### config.mk
export PLATFORM = sky130hd
export DESIGN_NAME = phase_cal_seq
export DESIGN_NICKNAME = d
export VERILOG_FILES = /design/src/rtl/pcs_pkg.sv /design/src/rtl/pcs_ramp.sv /design/src/rtl/pcs_fsm.sv /design/src/rtl/phase_cal_seq.sv
export SDC_FILE = /design/constraint.sdc
export NUM_CORES = 1
export LEC_CHECK = 0
export BUFFER_PORTS_ARGS = -buffer_cell sky130_fd_sc_hd__buf_2
export CORE_MARGIN = 2
export CORE_UTILIZATION = 40
export DETAILED_ROUTE_END_ITERATION = 8
export PLACE_DENSITY = 0.73
export SKIP_CTS_REPAIR_TIMING = 1
export SLEW_MARGIN = 20
export SYNTH_ARGS = -nofsm -noshare
export SYNTH_HDL_FRONTEND = slang
export SYNTH_HIERARCHICAL = 1
export SYNTH_SLANG_ARGS = --single-unit
### constraint.sdc
create_clock -name clk -period 5.65 [get_ports clk]
set_input_delay 1.695 -clock clk [delete_from_list [all_inputs] [get_ports clk]]
set_output_delay 1.695 -clock clk [all_outputs]
set_load 0.02 [all_outputs]
### src/rtl/pcs_pkg.sv
package pcs_pkg;

  typedef enum logic [2:0] {
    CS_IDLE,
    CS_HOLD,
    CS_DOWN,
    CS_DRST,
    CS_UP
  } cal_state_e;

  typedef enum logic [1:0] {
    RM_FREEZE,
    RM_LOAD,
    RM_SLEW
  } ramp_mode_e;

endpackage

### src/rtl/pcs_ramp.sv
module pcs_ramp
  import pcs_pkg::*;
#(
  parameter int OFS_W  = 8,
  parameter int TICK_W = 8
) (
  input  logic                    clk,
  input  logic                    rst_n,
  input  ramp_mode_e              mode,
  input  logic signed [OFS_W-1:0] target,
  input  logic [TICK_W-1:0]       interval,
  output logic signed [OFS_W-1:0] applied,
  output logic                    at_target,
  output logic                    step_tick
);

  localparam logic [TICK_W-1:0] TICK_ONE = TICK_W'(1);
  localparam logic signed [OFS_W-1:0] OFS_ONE = OFS_W'(1);

  // one LSB toward the goal, signed compare
  function automatic logic signed [OFS_W-1:0] step_toward(
    input logic signed [OFS_W-1:0] cur,
    input logic signed [OFS_W-1:0] goal
  );
    if (goal > cur) return cur + OFS_ONE;
    else            return cur - OFS_ONE;
  endfunction

  logic [TICK_W-1:0] tick_cnt;

  assign at_target = (applied == target);
  assign step_tick = (mode == RM_SLEW) && !at_target && (tick_cnt == interval);

  always_ff @(posedge clk or negedge rst_n) begin
    if (!rst_n) begin
      tick_cnt <= '0;
      applied  <= '0;
    end else begin
      unique case (mode)
        RM_LOAD: begin
          applied  <= target;
          tick_cnt <= '0;
        end
        RM_SLEW: begin
          if (at_target) begin
            tick_cnt <= '0;
          end else if (step_tick) begin
            tick_cnt <= '0;
            applied  <= step_toward(applied, target);
          end else begin
            tick_cnt <= tick_cnt + TICK_ONE;
          end
        end
        default: tick_cnt <= '0;
      endcase
    end
  end

endmodule

### src/rtl/pcs_fsm.sv
module pcs_fsm
  import pcs_pkg::*;
(
  input  logic       clk,
  input  logic       rst_n,
  input  logic       cal_start,
  input  logic       auto_ramp,
  input  logic       at_target,
  output cal_state_e state,
  output ramp_mode_e mode,
  output logic       aim_zero
);

  cal_state_e state_nx;

  always_comb begin
    state_nx = state;
    mode     = RM_FREEZE;
    aim_zero = 1'b0;
    unique case (state)
      CS_IDLE: begin
        if (cal_start) state_nx = CS_HOLD;
        else           mode     = auto_ramp ? RM_SLEW : RM_LOAD;
      end
      CS_HOLD: state_nx = CS_DOWN;
      CS_DOWN: begin
        mode     = RM_SLEW;
        aim_zero = 1'b1;
        if (at_target) state_nx = CS_DRST;
      end
      CS_DRST: state_nx = CS_UP;
      CS_UP: begin
        mode = RM_SLEW;
        if (at_target) state_nx = CS_IDLE;
      end
      default: state_nx = CS_IDLE;
    endcase
  end

  always_ff @(posedge clk or negedge rst_n) begin
    if (!rst_n) state <= CS_IDLE;
    else        state <= state_nx;
  end

endmodule

### src/rtl/phase_cal_seq.sv
module phase_cal_seq
  import pcs_pkg::*;
#(
  parameter int OFS_W  = 8,
  parameter int TICK_W = 8
) (
  input  logic                    clk,
  input  logic                    rst_n,
  input  logic                    cal_start,
  input  logic                    auto_ramp,
  input  logic signed [OFS_W-1:0] prog_offset,
  input  logic [TICK_W-1:0]       step_interval,
  output logic                    cal_active,
  output logic                    holdover_req,
  output logic                    div_reset,
  output logic signed [OFS_W-1:0] applied_offset
);

  cal_state_e              state;
  ramp_mode_e              mode;
  logic                    aim_zero;
  logic                    at_target;
  logic                    step_tick;
  logic signed [OFS_W-1:0] ramp_target;

  assign ramp_target = aim_zero ? '0 : prog_offset;

  pcs_fsm u_fsm (
    .clk       (clk),
    .rst_n     (rst_n),
    .cal_start (cal_start),
    .auto_ramp (auto_ramp),
    .at_target (at_target),
    .state     (state),
    .mode      (mode),
    .aim_zero  (aim_zero)
  );

  pcs_ramp #(.OFS_W(OFS_W), .TICK_W(TICK_W)) u_ramp (
    .clk       (clk),
    .rst_n     (rst_n),
    .mode      (mode),
    .target    (ramp_target),
    .interval  (step_interval),
    .applied   (applied_offset),
    .at_target (at_target),
    .step_tick (step_tick)
  );

  assign holdover_req = (state != CS_IDLE);
  assign cal_active   = (state != CS_IDLE);
  assign div_reset    = (state == CS_DRST);

endmodule

## After elaboration in Yosys (flattened, before gate mapping)

Cells that the tools add are included.

| word-level totals | value |
|---|---|
| input bits | 20 |
| output and inout port bits | 11 |
| flip-flop bits (word level) | 19 |
| word-level logic and storage cells | 45 |

| cells by class | value |
|---|---|
| muxes and demuxes | 16 |
| add/subtract/negate cells | 3 |
| magnitude comparators | 1 |
| eq/ne operators | 13 |
| reductions and logical operators | 9 |

Operators by type and width:

| cell | number |
|---|---|
| two-way mux 8 bit | 7 |
| equality test 8 bit | 2 |
| case mux 8 bit (2 select lines) | 1 |
| case mux 3 bit (5 select lines) | 1 |
| two-way mux 3 bit | 3 |
| adder 8 x 1 -> 8 bit (second input constant) | 1 |
| adder 8 x 2 -> 8 bit (second input constant) | 1 |
| > comparator 8 bit | 1 |
| subtractor 8 x 2 -> 8 bit (second input constant) | 1 |
| equality test 3 x 2 -> 1 bit (second input constant) | 2 |
| inequality test 2 bit (second input constant) | 3 |
| AND reduction 3 bit | 2 |
| two-way mux 2 bit | 2 |
| inequality test 2 x 1 -> 1 bit (second input constant) | 2 |
| case mux 2 bit (2 select lines) | 1 |
| equality test 3 x 1 -> 1 bit (second input constant) | 1 |
| equality test 3 bit (second input constant) | 1 |
| zero test 3 bit | 1 |
| nonzero test 3 bit | 1 |
| equality test 2 x 1 -> 1 bit (second input constant) | 1 |
| equality test 2 bit (second input constant) | 1 |
| logical AND 1 bit | 2 |
| nonzero test 2 bit | 1 |
| OR reduction 2 bit | 1 |
| 2 further kinds | 2 |

## Longest topological paths before layout

| logic depth | value |
|---|---|
| word-level depth | 10 |
| mapped depth | 16 |
| gate-level depth less buffers | 15 |

## Modules after synthesis

The synthesis kept the hierarchy.

By module, submodules not included:

| module | area an instance (um^2) | sequential area each (um^2) | times used | cells each |
|---|---|---|---|---|
| pcs_ramp | 1356.3 | 400.4 | 1 | 154 |
| pcs_fsm | 172.7 | 75.1 | 1 | 17 |
| phase_cal_seq | 75.1 | 0.0 | 1 | 11 |

## Worst setup path before layout

Ideal clock, no wire load.

| timing path | value |
|---|---|
| path kind | in2reg |
| start | input prog_offset[5] |
| end | register u_ramp.applied[7] |
| buffers on the path | 0 |
| arrival time | 4.589 ns |
| data required time | 5.570 ns |
| library setup time | 0.080 ns |
| setup slack | 0.981 ns |
| cell stages on the path | 13 |
| path through | nor2b_1 > ha_1 > a211oi_1 > a2bb2oi_1 > a21oi_1 > nor2_1 > ha_1 > a21oi_1 > o211ai_1 > o41ai_1 > or3b_1 > and2_1 > o211ai_2 |

| between the ends | value |
|---|---|
| cells in the longest elaborated chain, start to end | 7 |
| elaborated cells between the ends (all ways) | 13 |
| classes of those cells | order compare: 1; eq/ne: 3; mux: 5; reduce/logical: 4 |

Ends and longest elaborated chain:

| element | RTL line | text |
|---|---|---|
| from (decl) | phase_cal_seq.sv:11 | `input logic signed [OFS_W-1:0] prog_offset,` |
| two-way mux 8 bit (*) | phase_cal_seq.sv:26 | `assign ramp_target = aim_zero ? '0 : prog_offset;` |
| parallel branches: the longest is 6 deep, another holds > comparator 8 bit | -- |  |
| to (signal assigned) | pcs_ramp.sv:41 | `applied <= target;` |
| to (signal assigned) | pcs_ramp.sv:49 | `applied <= step_toward(applied, target);` |
| to (decl) | pcs_ramp.sv:12 | `output logic signed [OFS_W-1:0] applied,` |

Every way passes the cells marked *. The select of a mux whose other input is x is not followed.
A chain may end at the register's enable or synchronous reset.

## Final worst setup path

| timing path | value |
|---|---|
| start | input prog_offset[7] |
| end | register u_ramp.applied[7] |

| between the ends | value |
|---|---|
| cells in the longest elaborated chain, start to end | 7 |
| elaborated cells between the ends (all ways) | 13 |
| classes of those cells | order compare: 1; eq/ne: 3; mux: 5; reduce/logical: 4 |

Ends and longest elaborated chain:

| element | RTL line | text |
|---|---|---|
| two-way mux 8 bit (*) | phase_cal_seq.sv:26 |  |
| named net ramp_target[7] | phase_cal_seq.sv:24 | `logic signed [OFS_W-1:0] ramp_target;` |
| equality test 8 bit (*) | pcs_ramp.sv:31 | `assign at_target = (applied == target);` |
| named net at_target | phase_cal_seq.sv:22 | `logic at_target;` |
| zero test 1 bit | pcs_ramp.sv:32 | `assign step_tick = (mode == RM_SLEW) && !at_target && (tick_cnt == interval);` |
| logical AND 1 bit (2 in series) | pcs_ramp.sv:32 |  |
| inequality test 2 bit (no source line) | -- |  |
| AND reduction 3 bit (no source line) (*) | -- |  |

Mark *: on every way through the listed nets, which the timed path passes. The rest lies on a longest branch. The select of a mux whose other input is x is not followed.

==> reports/summary.json <==
{
  "reg2regPathDepth": {"value": 15},
  "worst_hold_path.endpoint": {"value": "u_ramp/tick_cnt[0]"},
  "critPathMostFrequentCell": {"value": "ha_1"},
  "worst_r2r_src": {"value": "u_fsm/state[1]"},
  "fin_skew": {"value": 0.005513, "unit": "ns"},
  "die_w": {"value": 67.23, "unit": "um"},
  "grt_max_degree": {"value": 20},
  "multi_input_comb_area": {"value": 1052, "unit": "um2"},
  "timing.critical_path.cells": {"value": "buf_2, and2b_1, ha_1, nand4_1, nor2_2, and4b_1, nor2_1, ha_1, a21oi_1, o211ai_1, o41ai_1, or3b_1, and2_1, o211ai_2"},
  "rsz0062_at_grt": {"value": "false"},
  "yosys_warnings": {"value": 6},
  "post_synth_inst_count": {"value": 181},
  "data_required_time_of_the_worst_path": {"value": 5.83, "unit": "ns"},
  "cts_root_buffer": {"value": "clkbuf_8"},
  "worst_slew_margin_rel": {"value": 59.41, "unit": "%"},
  "outcome": {"value": "complete, no violations"},
  "fp.dieH": {"value": 67.23, "unit": "um"},
  "clk_buf_depth": {"value": 2},
  "pwr_density_cell": {"value": 661.3, "unit": "nW/um2"},
  "final_max_slew_viol_count": {"value": 0},
  "rrSetupSlack": {"value": 1.29, "unit": "ns"},
  "diodes_inserted": {"value": 0},
  "drc": {"value": 0},
  "fin_nets": {"value": 250},
  "routed_len_inst": {"value": 13.25, "unit": "um"},
  "worst_setup_path_start_kind": {"value": "primary input"},
  "syn2layout_area_growth": {"value": 14.87, "unit": "%"},
  "drt-initial-drc-count": {"value": 66},
  "cp.depth": {"value": 14},
  "netlist_area": {"value": 1599, "unit": "um2"},
  "final_antenna_net_count": {"value": 0},
  "htreeDepth": {"value": 1},
  "tritoncts": {"value": "built"},
  "placement.io_buffers": {"value": 30},
  "path_max_fanout": {"value": 8},
  "grt_pass1_wl": {"value": 6.072, "unit": "mm"},
  "hold_viol": {"value": 0},
  "worstSkewPairLatency": {"value": 0.26, "unit": "ns"},
  "setup.worst_path.class": {"value": "in -> reg"},
  "grt_pass1_vias": {"value": 1354},
  "drtPass1Iterations": {"value": 4},
  "setup_tns": {"value": 0, "unit": "ns"},
  "holdCritStartpoint": {"value": "u_ramp/tick_cnt[0]"},
  "placeableCoreArea": {"value": 3744, "unit": "um2"},
  "finalWirelength": {"value": 3.444, "unit": "mm"},
  "setup.worst_path.end_class": {"value": "flip-flop"},
  "holdPathStages": {"value": 1},
  "hold_class": {"value": "reg -> reg"},
  "postLayoutSetupSlackWorst": {"value": 0.7269, "unit": "ns"},
  "hold-worst-slack": {"value": 0.5436, "unit": "ns"},
  "period_share": {"value": 87.13, "unit": "%"},
  "core.rowCount": {"value": 22},
  "cts.reportedPaths.clkPinSlew": {"value": 0.07, "unit": "ns"},
  "ios": {"value": 31},
  "total_track_usage": {"value": 17.38, "unit": "%"},
  "antenna_violations_before_repair": {"value": 0},
  "finalWorstPathRequiredPeriod": {"value": 4.923, "unit": "ns"},
  "cp.buffers_inverters": {"value": 1},
  "tightestPinTransition": {"value": 0.6067, "unit": "ns"},
  "ratio_of_routed_vias_to_standard_cells": {"value": 5.296},
  "place.gp.congestion": {"value": 0.8736},
  "die_area": {"value": 4519, "unit": "um2"},
  "drv.max_cap_violation_count": {"value": 0},
  "grt_overflow": {"value": 0},
  "vias": {"value": 1377},
  "regToRegEndpoint": {"value": "u_ramp/applied[7]"},
  "starting_density": {"value": 42.71, "unit": "%"},
  "place_hpwl": {"value": 2.647, "unit": "mm"},
  "cpPeakStageDelay": {"value": 0.48, "unit": "ns"},
  "setup_viol_count_final": {"value": 0},
  "fillers": {"value": 395},
  "critPathArrivalTime": {"value": 5.10, "unit": "ns"},
  "numCtsBuffers": {"value": 3},
  "ir_worst_vdd": {"value": 438.6, "unit": "uV"},
  "cell_type_group_with_the_largest_total_delay_on_the_critical_path": {"value": "simple AND/OR/NAND/NOR gates"},
  "p_leak": {"value": 0.9215, "unit": "nW"},
  "layout-drive-gt1-share": {"value": 18.87, "unit": "%"},
  "seqCellArea": {"value": 475.5, "unit": "um2"},
  "post-place-ws": {"value": 0.5219, "unit": "ns"},
  "tritoncts_num_sinks": {"value": 19},
  "average_footprint_of_a_synthesized_cell": {"value": 8.834, "unit": "um2"},
  "crit_slowest_cell": {"value": "nor2_1"},
  "max_freq": {"value": 203.1, "unit": "MHz"},
  "mappedNetlistNets": {"value": 218}
}
where the power goes:
group          total (mW)  internal, mW  leakage [nW]  switching (mW)
Clock              0.0961        0.0490        0.0255          0.0471
Combinational       0.878         0.384         0.650           0.494
Sequential          0.240         0.177         0.246          0.0633
routing by layer:
| layer | GRT usage, % | routed length, um | vias up |
|---|---|---|---|
| met5 | 0 | 0 | - |
| met4 | 2.806 | 8 | 0 |
| met3 | 3.000 | 160 | 2 |
| met2 | 32.43 | 1740 | 36 |
| met1 | 21.07 | 1535 | 639 |
| li1 | - | - | 700 |
worst register-to-register path, delay by kind of cell, from the launching register on:
family | cells | cell delay (ns)
compound gates | 4 | 0.82
fa+ha+maj | 2 | 0.69
buf+inv | 1 | 0.19
flops | 1 | 0.52
simple gates | 8 | 2.09
placed cells by master (no fill, tap or decap), types with 3 or more instances in the layout:
master     n
buf_2     30
dfrtp_1   19
nor2_1    16
ha_1      16
inv_1     12
xor2_1    12
nor2b_1   10
a21oi_1   10
nand2_1   10
xnor2_1    7
nand3_1    7
mux2i_1    5
o21ai_0    5
and3_1     4
or3_1      3
clkbuf_8   3
nor3b_1    3
nor3_1     3
nand4_1    3
a21o_1     3
through the flow:
stage               area [um2]  util [%]  instances  total power [mW]
global route              1837     49.06        260             1.356
detailed placement        1790     47.83        256             1.112
floorplan                 1599         -        181            0.9311
CTS                       1837     49.06        260             1.218
global placement          1790     47.83        256             1.095
finish                    1837     49.06        260             1.215
worst max-delay path by stage:
stage	to	slack [ns]	start
2_1_floorplan	u_ramp/applied[7]	0.98	prog_offset[5]
3_3_place_gp	u_ramp/applied[7]	0.65	prog_offset[7]
3_5_place_dp	u_ramp/applied[7]	0.52	prog_offset[7]
4_1_cts	u_ramp/applied[7]	0.78	prog_offset[7]
5_1_grt	u_ramp/applied[7]	0.44	prog_offset[7]
6_report	u_ramp/applied[7]	0.73	prog_offset[7]
registers in the layout, indices dropped and copies added, names as in the netlist:
name and count:
u_fsm/state 3, u_ramp/tick_cnt 8, u_ramp/applied 8
final cells by class:
type                            count  area share (%)
Multi-Input combinational cell    146           57.29
Sequential cell                    19           25.89
Timing Repair Buffer               31           8.583
Tap cell                           48           3.270
Inverter                           12           2.452
Clock buffer                        3           2.248
Clock inverter                      1          0.2725
(Power assumes the default switching activity.)
